--- src/rtl/dds_pkg.sv ---
package dds_pkg;

  localparam int DDS_FTW_W = 32;
  localparam int DDS_POW_W = 14;
  localparam int DDS_AMP_W = 10;
  localparam int DDS_OUT_W = 10;

  // Quarter-wave entry sampled at the middle of each index slot, so the
  // four quadrants mirror exactly without a shared end point.
  function automatic int cos_mag(int idx, int tab_bits, int peak);
    real ang;
    ang = 3.14159265358979 * (real'(idx) + 0.5) / (2.0 * real'(1 << tab_bits));
    return $rtoi(real'(peak) * $cos(ang) + 0.5);
  endfunction

endpackage

--- src/rtl/dds_sync_ctrl.sv ---
module dds_sync_ctrl #(
  parameter int SYNC_DIV = 4
) (
  input  logic clk,
  input  logic rst,
  input  logic upd_i,
  output logic tick_o,
  output logic apply_o
);
  localparam int CNT_W = (SYNC_DIV > 2) ? $clog2(SYNC_DIV) : 1;
  localparam logic [CNT_W-1:0] LAST = CNT_W'(SYNC_DIV - 1);

  logic [CNT_W-1:0] cnt_q;
  logic             pend_q;

  assign tick_o  = (cnt_q == LAST);
  assign apply_o = tick_o && (upd_i || pend_q);

  always_ff @(posedge clk) begin
    if (rst) begin
      cnt_q  <= '0;
      pend_q <= 1'b0;
    end else begin
      cnt_q  <= tick_o ? '0 : cnt_q + 1'b1;
      pend_q <= !apply_o && (pend_q || upd_i);
    end
  end

  AST_PEND_DRAINS: assert property (@(posedge clk) disable iff (rst)
    (pend_q && tick_o) |=> !pend_q);
  AST_TICK_SPACING: assert property (@(posedge clk) disable iff (rst)
    tick_o |=> !tick_o);

endmodule

--- src/rtl/dds_word_bank.sv ---
module dds_word_bank #(
  parameter int FTW_W  = 32,
  parameter int POW_W  = 14,
  parameter int AMP_W  = 10,
  parameter int RATE_W = 8
) (
  input  logic              clk,
  input  logic              rst,
  input  logic              apply_i,
  input  logic              tick_i,
  input  logic [FTW_W-1:0]  ld_ftw_i,
  input  logic [POW_W-1:0]  ld_pow_i,
  input  logic [AMP_W-1:0]  ld_amp_i,
  input  logic              ld_swp_i,
  input  logic [FTW_W-1:0]  ld_dftw_i,
  input  logic [FTW_W-1:0]  ld_fend_i,
  input  logic [RATE_W-1:0] ld_rate_i,
  output logic [FTW_W-1:0]  ftw_o,
  output logic [POW_W-1:0]  pow_o,
  output logic [AMP_W-1:0]  amp_o
);
  logic [FTW_W-1:0]  ftw_q, dftw_q, fend_q;
  logic [POW_W-1:0]  pow_q;
  logic [AMP_W-1:0]  amp_q;
  logic              swp_q;
  logic [RATE_W-1:0] rate_q, rcnt_q;

  logic [FTW_W:0]    sum;
  logic [FTW_W-1:0]  swp_nxt;
  logic              step;

  // Wide sum keeps the carry so a step past 2^32 still clamps.
  assign sum     = {1'b0, ftw_q} + {1'b0, dftw_q};
  assign swp_nxt = (sum >= {1'b0, fend_q}) ? fend_q : sum[FTW_W-1:0];
  assign step    = tick_i && !apply_i && swp_q && (rcnt_q == '0);

  always_ff @(posedge clk) begin
    if (rst) begin
      ftw_q  <= '0;
      pow_q  <= '0;
      amp_q  <= '1;
      swp_q  <= 1'b0;
      dftw_q <= '0;
      fend_q <= '0;
      rate_q <= '0;
      rcnt_q <= '0;
    end else if (apply_i) begin
      ftw_q  <= ld_ftw_i;
      pow_q  <= ld_pow_i;
      amp_q  <= ld_amp_i;
      swp_q  <= ld_swp_i;
      dftw_q <= ld_dftw_i;
      fend_q <= ld_fend_i;
      rate_q <= ld_rate_i;
      rcnt_q <= ld_rate_i;
    end else if (tick_i && swp_q) begin
      if (rcnt_q == '0) begin
        ftw_q  <= swp_nxt;
        rcnt_q <= rate_q;
      end else begin
        rcnt_q <= rcnt_q - 1'b1;
      end
    end
  end

  assign ftw_o = ftw_q;
  assign pow_o = pow_q;
  assign amp_o = amp_q;

  AST_OFFSET_GAIN_HELD: assert property (@(posedge clk) disable iff (rst)
    !apply_i |=> ($stable(pow_q) && $stable(amp_q)));
  AST_TUNING_HELD: assert property (@(posedge clk) disable iff (rst)
    (!apply_i && !step) |=> $stable(ftw_q));
  AST_SWEEP_CAPPED: assert property (@(posedge clk) disable iff (rst)
    step |=> (ftw_q <= fend_q));

endmodule

--- src/rtl/dds_cos_lut.sv ---
module dds_cos_lut #(
  parameter int PH_W     = 15,
  parameter int TAB_BITS = 8,
  parameter int OUT_W    = 10
) (
  input  logic [PH_W-1:0]         ph_i,
  output logic signed [OUT_W-1:0] val_o
);
  localparam int MAG_W = OUT_W - 1;
  localparam int TAB_N = 1 << TAB_BITS;
  localparam int PEAK  = (1 << MAG_W) - 1;

  logic [MAG_W-1:0]    qtab [TAB_N];
  logic [1:0]          quad;
  logic [TAB_BITS-1:0] idx, sel;
  logic [MAG_W-1:0]    mag;

  for (genvar i = 0; i < TAB_N; i++) begin : g_tab
    assign qtab[i] = MAG_W'(dds_pkg::cos_mag(i, TAB_BITS, PEAK));
  end

  if (PH_W - 2 > TAB_BITS) begin : g_drop
    logic unused_ph_lsb;
    assign unused_ph_lsb = ^ph_i[PH_W-3-TAB_BITS:0];
  end

  assign quad  = ph_i[PH_W-1 -: 2];
  assign idx   = ph_i[PH_W-3 -: TAB_BITS];
  assign sel   = quad[0] ? ~idx : idx;
  assign mag   = qtab[sel];
  assign val_o = (quad[1] ^ quad[0]) ? -$signed({1'b0, mag}) : $signed({1'b0, mag});

endmodule

--- src/rtl/dds_channel.sv ---
module dds_channel #(
  parameter int FTW_W    = 32,
  parameter int POW_W    = 14,
  parameter int PH_W     = 15,
  parameter int AMP_W    = 10,
  parameter int OUT_W    = 10,
  parameter int TAB_BITS = 8
) (
  input  logic             clk,
  input  logic             rst,
  input  logic [FTW_W-1:0] ftw_i,
  input  logic [POW_W-1:0] pow_i,
  input  logic [AMP_W-1:0] amp_i,
  output logic [OUT_W-1:0] dac_o
);
  localparam int PROD_W = OUT_W + AMP_W + 1;
  localparam logic [OUT_W-1:0] MID = OUT_W'(1 << (OUT_W - 1));

  logic [FTW_W-1:0]         acc_q;
  logic [POW_W-1:0]         pow_d1;
  logic [AMP_W-1:0]         amp_d1, amp_d2, amp_d3;
  logic [PH_W-1:0]          ph_q;
  logic signed [OUT_W-1:0]  smp_q, lut_val;
  logic [OUT_W-1:0]         dac_q, dac_n;
  logic signed [PROD_W-1:0] prod, shifted;

  dds_cos_lut #(.PH_W(PH_W), .TAB_BITS(TAB_BITS), .OUT_W(OUT_W)) u_lut (
    .ph_i (ph_q),
    .val_o(lut_val)
  );

  assign prod    = $signed(smp_q) * $signed({1'b0, amp_d3});
  assign shifted = prod >>> AMP_W;
  assign dac_n   = shifted[OUT_W-1:0] + MID;

  // Offset and gain ride one extra stage each so they meet the first
  // accumulator value built from a tuning word loaded on the same edge.
  always_ff @(posedge clk) begin
    if (rst) begin
      acc_q  <= '0;
      pow_d1 <= '0;
      amp_d1 <= '0;
      amp_d2 <= '0;
      amp_d3 <= '0;
      ph_q   <= '0;
      smp_q  <= '0;
      dac_q  <= MID;
    end else begin
      acc_q  <= acc_q + ftw_i;
      pow_d1 <= pow_i;
      amp_d1 <= amp_i;
      ph_q   <= acc_q[FTW_W-1 -: PH_W] + (PH_W'(pow_d1) << (PH_W - POW_W));
      amp_d2 <= amp_d1;
      smp_q  <= lut_val;
      amp_d3 <= amp_d2;
      dac_q  <= dac_n;
    end
  end

  assign dac_o = dac_q;

  AST_NEVER_ZERO: assert property (@(posedge clk) disable iff (rst)
    dac_q != '0);
  AST_ZERO_GAIN_MID: assert property (@(posedge clk) disable iff (rst)
    (amp_d3 == '0) |=> (dac_q == MID));

endmodule

--- src/rtl/dds_dual_core.sv ---
module dds_dual_core #(
  parameter int NCH      = 2,
  parameter int FTW_W    = dds_pkg::DDS_FTW_W,
  parameter int POW_W    = dds_pkg::DDS_POW_W,
  parameter int PH_W     = 15,
  parameter int AMP_W    = dds_pkg::DDS_AMP_W,
  parameter int OUT_W    = dds_pkg::DDS_OUT_W,
  parameter int TAB_BITS = 8,
  parameter int RATE_W   = 8,
  parameter int SYNC_DIV = 4
) (
  input  logic                    clk,
  input  logic                    rst,
  input  logic                    upd_req,
  input  logic [NCH*FTW_W-1:0]    pend_ftw,
  input  logic [NCH*POW_W-1:0]    pend_pow,
  input  logic [NCH*AMP_W-1:0]    pend_amp,
  input  logic [NCH-1:0]          pend_swp,
  input  logic [NCH*FTW_W-1:0]    pend_dftw,
  input  logic [NCH*FTW_W-1:0]    pend_fend,
  input  logic [NCH*RATE_W-1:0]   pend_rate,
  output logic                    sync_strobe,
  output logic [NCH*OUT_W-1:0]    dac_data
);
  logic tick, apply;

  dds_sync_ctrl #(.SYNC_DIV(SYNC_DIV)) u_sync (
    .clk    (clk),
    .rst    (rst),
    .upd_i  (upd_req),
    .tick_o (tick),
    .apply_o(apply)
  );

  assign sync_strobe = tick;

  for (genvar c = 0; c < NCH; c++) begin : g_ch
    logic [FTW_W-1:0] ftw_a;
    logic [POW_W-1:0] pow_a;
    logic [AMP_W-1:0] amp_a;

    dds_word_bank #(.FTW_W(FTW_W), .POW_W(POW_W), .AMP_W(AMP_W), .RATE_W(RATE_W)) u_bank (
      .clk      (clk),
      .rst      (rst),
      .apply_i  (apply),
      .tick_i   (tick),
      .ld_ftw_i (pend_ftw[c*FTW_W +: FTW_W]),
      .ld_pow_i (pend_pow[c*POW_W +: POW_W]),
      .ld_amp_i (pend_amp[c*AMP_W +: AMP_W]),
      .ld_swp_i (pend_swp[c]),
      .ld_dftw_i(pend_dftw[c*FTW_W +: FTW_W]),
      .ld_fend_i(pend_fend[c*FTW_W +: FTW_W]),
      .ld_rate_i(pend_rate[c*RATE_W +: RATE_W]),
      .ftw_o    (ftw_a),
      .pow_o    (pow_a),
      .amp_o    (amp_a)
    );

    dds_channel #(.FTW_W(FTW_W), .POW_W(POW_W), .PH_W(PH_W), .AMP_W(AMP_W),
                  .OUT_W(OUT_W), .TAB_BITS(TAB_BITS)) u_chan (
      .clk  (clk),
      .rst  (rst),
      .ftw_i(ftw_a),
      .pow_i(pow_a),
      .amp_i(amp_a),
      .dac_o(dac_data[c*OUT_W +: OUT_W])
    );
  end

endmodule

--- config.mk ---
export PLATFORM = sky130hd
export DESIGN_NAME = dds_dual_core
export DESIGN_NICKNAME = d
export VERILOG_FILES = /design/src/rtl/dds_pkg.sv /design/src/rtl/dds_sync_ctrl.sv /design/src/rtl/dds_word_bank.sv /design/src/rtl/dds_cos_lut.sv /design/src/rtl/dds_channel.sv /design/src/rtl/dds_dual_core.sv
export SDC_FILE = /design/constraint.sdc
export NUM_CORES = 2
export LEC_CHECK = 0
export BUFFER_PORTS_ARGS = -buffer_cell sky130_fd_sc_hd__buf_2
export CAP_MARGIN = 40
export CORE_ASPECT_RATIO = 0.6
export CORE_MARGIN = 1
export CORE_UTILIZATION = 30
export CTS_CLUSTER_SIZE = 28
export DETAILED_ROUTE_END_ITERATION = 8
export PLACE_DENSITY = 0.5
export SKIP_CTS_REPAIR_TIMING = 1
export SLEW_MARGIN = 20
export SYNTH_ARGS = -nofsm -noshare
export SYNTH_HDL_FRONTEND = slang
export SYNTH_SLANG_ARGS = --single-unit
--- constraint.sdc ---
create_clock -name clk -period 7.8 [get_ports clk]
set_input_delay 1.17 -clock clk [delete_from_list [all_inputs] [get_ports clk]]
set_output_delay 1.17 -clock clk [all_outputs]
set_load 0.05 [all_outputs]
==> impl_results.md <==
* Die X at 467 um
* Hold crit path type: register to register
* Drt initial violations at 3185
* Post-route setup TNS at 0 ns
* Final setup vio count at 0
* Cells after Synth at 4936
* Reg2Reg Depth at 22
* Reg2reg start: g_ch[0].u_bank.ftw_o[0]
* Fill cell count at 13500
* CP max FO at 31
* Worst setup path category: register to register
* Antenna Violating Nets Remaining at 0
* Reg power frac at 37.2%
* Worst-skew pair later-pin latency at 0.65 ns
* Global-route wire length before repair at 204 mm
* Routed WL at 131 mm
* EDFF count, synth at 0
* DR vias/cell at 5.28
* Share of post-route cells with drive strength above 1 at 10.3%
* Syn avg cell area at 7.88 um^2
* Clk network pwr share at 37.8%
* Req. time, crit path at 8.35 ns
* Post-synthesis sequential area ratio at 25.2%
* Largest net degree at the start of global routing at 185
* Switching Share at 34.0%
* Clock buffer depth at 3
* Worst vdd ir at 0.182 mV
* Post-synthesis cell area at 38900 um^2
* Yosys top cell area share at 25.2%
* Num ports at 282
* Worst Hold End: g_ch[0].u_chan.amp_d2[6]
* Clock transition at path regs at 0.07 ns
* Status: complete, no violations
* Yosys reg bits at 489
* Nets at 5773
* R2R Setup Slk at 1.70 ns
* Fin. Hold Viols at 0
* CTS tree: done
* RSZ-0062 raised after global routing: no
* Min-Delay Path Depth at 1
* Core area at 128000 um^2
* DRT Pass-1 Iters at 6
* Dominant cell type by area after synthesis: dfxtp_1
* Root Buffer Master: clkbuf_16
* Number of global-route vias before repair at 33600
* Clock H-tree levels at 2
* Row cnt at 101
* Psw at 2510 uW
* IO Port Bufs at 281
* Area taken by multi-input logic gates at 26600 um^2
* DRC viols at 0
* Fmax at 164 MHz
* GRT Total Usage at 19.6%
* Worst EP arrival at 6.65 ns
* Final Core Density at 34.2%
* Pleak at 0.0187 uW
* Async SR Flop Fraction at 0%
* YS warnings at 0
* Vias at 35700
* Worst-Margin Slew at 0.991 ns
* Die Footprint at 131000 um^2
* CTS buffer count at 54
* Min-delay src: g_ch[0].u_chan.amp_d1[6]
* Max-Cap Viols at 0
* GRT overflow at 0
* Largest cells by area after synthesis: dfxtp_1 25%, ha_1 12%, nand2_1 6.8%
* Skew final at 0.0252 ns
* Netlist cell types at 99
* Seq. cell area at 9800 um^2
* Area growth from synthesis to layout at 12.1%
* Post-DP HPWL at 98.4 mm
* Synth Flop Type: dfxtp_1
* Internal at 4880 uW
* Startpoint Class: register
* Post-layout min period at 6.10 ns
* Relative slew margins at 33.9%
* Sink Count at 489
* WL per Instance at 19.3 um
* Starting Density at 30.5%
* Antenna violations before repair at 9
* Placer congestion estimate at 0.990
* Gate power share at 25.0%
* Chip height at 281 um
* Slew Limit Fails at 0
* CP endpoint kind: register
* Post-Synthesis Net Count at 5692
* Reg-to-Reg End: g_ch[0].u_bank.ftw_o[23]
* Power Density at 170 nW/um^2
* Tcrit/Tclk final at 78.2%
[critical path: stages (launching register included)]
cell and delay [ns]:
dfxtp_1 0.33, ha_1 0.25, fa_1 0.44, a211oi_1 0.32, o21ai_0 0.18, a31oi_1 0.53
o21ai_0 0.33, a31o_2 0.34, a21o_1 0.18, a21oi_1 0.17, xnor2_1 0.17, ha_1 0.29
a21oi_1 0.14, nor2b_1 0.06, o21ai_0 0.14, a21oi_1 0.08, o31ai_1 0.28, a31oi_1 0.18
a211oi_4 0.59, buf_4 0.47, mux2i_1 0.25, a21oi_1 0.09, a21o_1 0.19
[worst max path at each step]
stage                        startpoint                        to  slack, ns  cells past startpoint
2_1_floorplan   g_ch[1].u_chan.smp_q[1]   g_ch[1].u_chan.dac_o[9]       2.11                     23
3_3_place_gp   g_ch[1].u_chan.amp_d3[7]   g_ch[1].u_chan.dac_o[9]       1.33                     22
3_5_place_dp   g_ch[1].u_chan.amp_d3[7]   g_ch[1].u_chan.dac_o[9]       1.31                     22
4_1_cts        g_ch[1].u_chan.amp_d3[7]   g_ch[1].u_chan.dac_o[9]       1.27                     22
5_1_grt         g_ch[0].u_bank.ftw_o[0]  g_ch[0].u_bank.ftw_o[23]       1.20                     22
6_report        g_ch[0].u_bank.ftw_o[0]  g_ch[0].u_bank.ftw_o[23]       1.70                     22
[cell usage after synthesis (20+ instances only)]
cell	instances
inv_1	299
o31ai_1	29
nand2_1	701
xor2_1	82
buf_2	61
mux2i_1	38
o21a_1	31
fa_1	130
dfxtp_1	489
buf_1	23
o21ai_0	192
o22ai_1	54
o21bai_1	21
nor3_1	78
a31oi_1	61
nand2b_1	93
nand3_1	80
nand4_1	27
nor2b_1	152
clkbuf_1	210
a311oi_1	22
xnor2_1	127
nor2_1	344
and3_1	24
a221oi_1	20
o211ai_1	52
a211oi_1	41
ha_1	365
a211o_1	22
a22oi_1	58
a21oi_1	470
a21o_1	90
and2_1	109
[stage by stage]
| step | setup slack, ns | std cells | hold WS [ns] | cell area [um^2] | total power, uW |
|---|---|---|---|---|---|
| 2_1_floorplan | 2.11 | 4936 | 0.408 | 38900 | 4070 |
| 3_3_place_gp | 1.33 | 6645 | 0.419 | 41500 | 4610 |
| 3_5_place_dp | 1.31 | 6654 | 0.420 | 41600 | 4640 |
| 4_1_cts | 1.27 | 6753 | 0.434 | 43500 | 7500 |
| 5_1_grt | 1.20 | 6760 | 0.448 | 43600 | 7850 |
| 6_report | 1.70 | 6762 | 0.429 | 43600 | 7390 |
[power groups by stage]
stage          Clock, uW  Combinational, uW  Sequential, uW
2_1_floorplan          0               1290            2780
4_1_cts             2900               1850            2750
5_1_grt             3000               2080            2770
3_5_place_dp           0               1830            2810
3_3_place_gp           0               1800            2810
6_report            2790               1850            2750
[layout by cell type (no fill, tap or decap), types with 24 or more instances in the layout]
| cell type | Yosys | final |
|---|---|---|
| nand2b_1 | 93 | 93 |
| inv_1 | 299 | 299 |
| nor2_1 | 344 | 343 |
| xor2_1 | 82 | 82 |
| a21o_1 | 90 | 90 |
| xnor2_1 | 127 | 126 |
| o31ai_1 | 29 | 29 |
| a22oi_1 | 58 | 58 |
| o22ai_1 | 54 | 54 |
| nand3_1 | 80 | 80 |
| a21oi_1 | 470 | 470 |
| nand4_1 | 27 | 27 |
| nor2b_1 | 152 | 151 |
| nand2_1 | 701 | 700 |
| and3_1 | 24 | 24 |
| dfxtp_1 | 489 | 481 |
| o21a_1 | 31 | 30 |
| buf_2 | 61 | 281 |
| o21ai_0 | 192 | 192 |
| o211ai_1 | 52 | 52 |
| clkbuf_16 | 0 | 54 |
| mux2i_1 | 38 | 38 |
| ha_1 | 365 | 365 |
| buf_4 | 17 | 46 |
| a211oi_1 | 41 | 41 |
| fa_1 | 130 | 130 |
| and2_1 | 109 | 109 |
| a31oi_1 | 61 | 61 |
| nor3_1 | 78 | 78 |
[logic make-up (layout without fill, tap and decap cells)]
logic type,Yosys count,in the layout,share of synthesized area (%)
compound gates,1343,1343,22.3
xor+xnor,215,215,4.98
fa+ha+maj,495,495,18.4
buf+inv,624,748,6.51
flops,489,489,25.2
mux,68,68,2.20
other cells,0,3,0
simple gates,1702,1702,20.4
[layer usage]
metal	GRT usage, %	vias to the layer above	share of wire (%)
li1	-	17400	-
met5	0	-	0.018
met1	31.2	17000	52
met2	26.4	1138	38
met3	4.33	121	7.9
met4	3.02	4	1.3
[layout make-up]
cell class / count / share of cell area, %
inverter: 307 / 2.64
clock buffer: 66 / 3.30
clock inverter: 33 / 1.04
sequential: 489 / 22.5
tap: 1699 / 4.88
multi-input combinational: 3823 / 61.0
timing repair buffer: 342 / 4.64
antenna: 3 / 0.0172
[registers in the layout (all words and copies together), names as in the netlist, 20 cells and up]
name,cells
g_ch.u_chan.amp_d2,20
g_ch.u_chan.dac_o,20
g_ch.u_chan.amp_d3,20
g_ch.u_chan.pow_d1,28
g_ch.u_bank.pow_o,28
g_ch.u_bank.ftw_o,64
g_ch.u_chan.acc_q,64
g_ch.u_bank.fend_q,64
g_ch.u_chan.amp_d1,20
g_ch.u_bank.dftw_q,64
g_ch.u_chan.smp_q,20
g_ch.u_bank.amp_o,20
g_ch.u_chan.ph_q,20
Note: power is estimated with default switching activity, not from simulation.
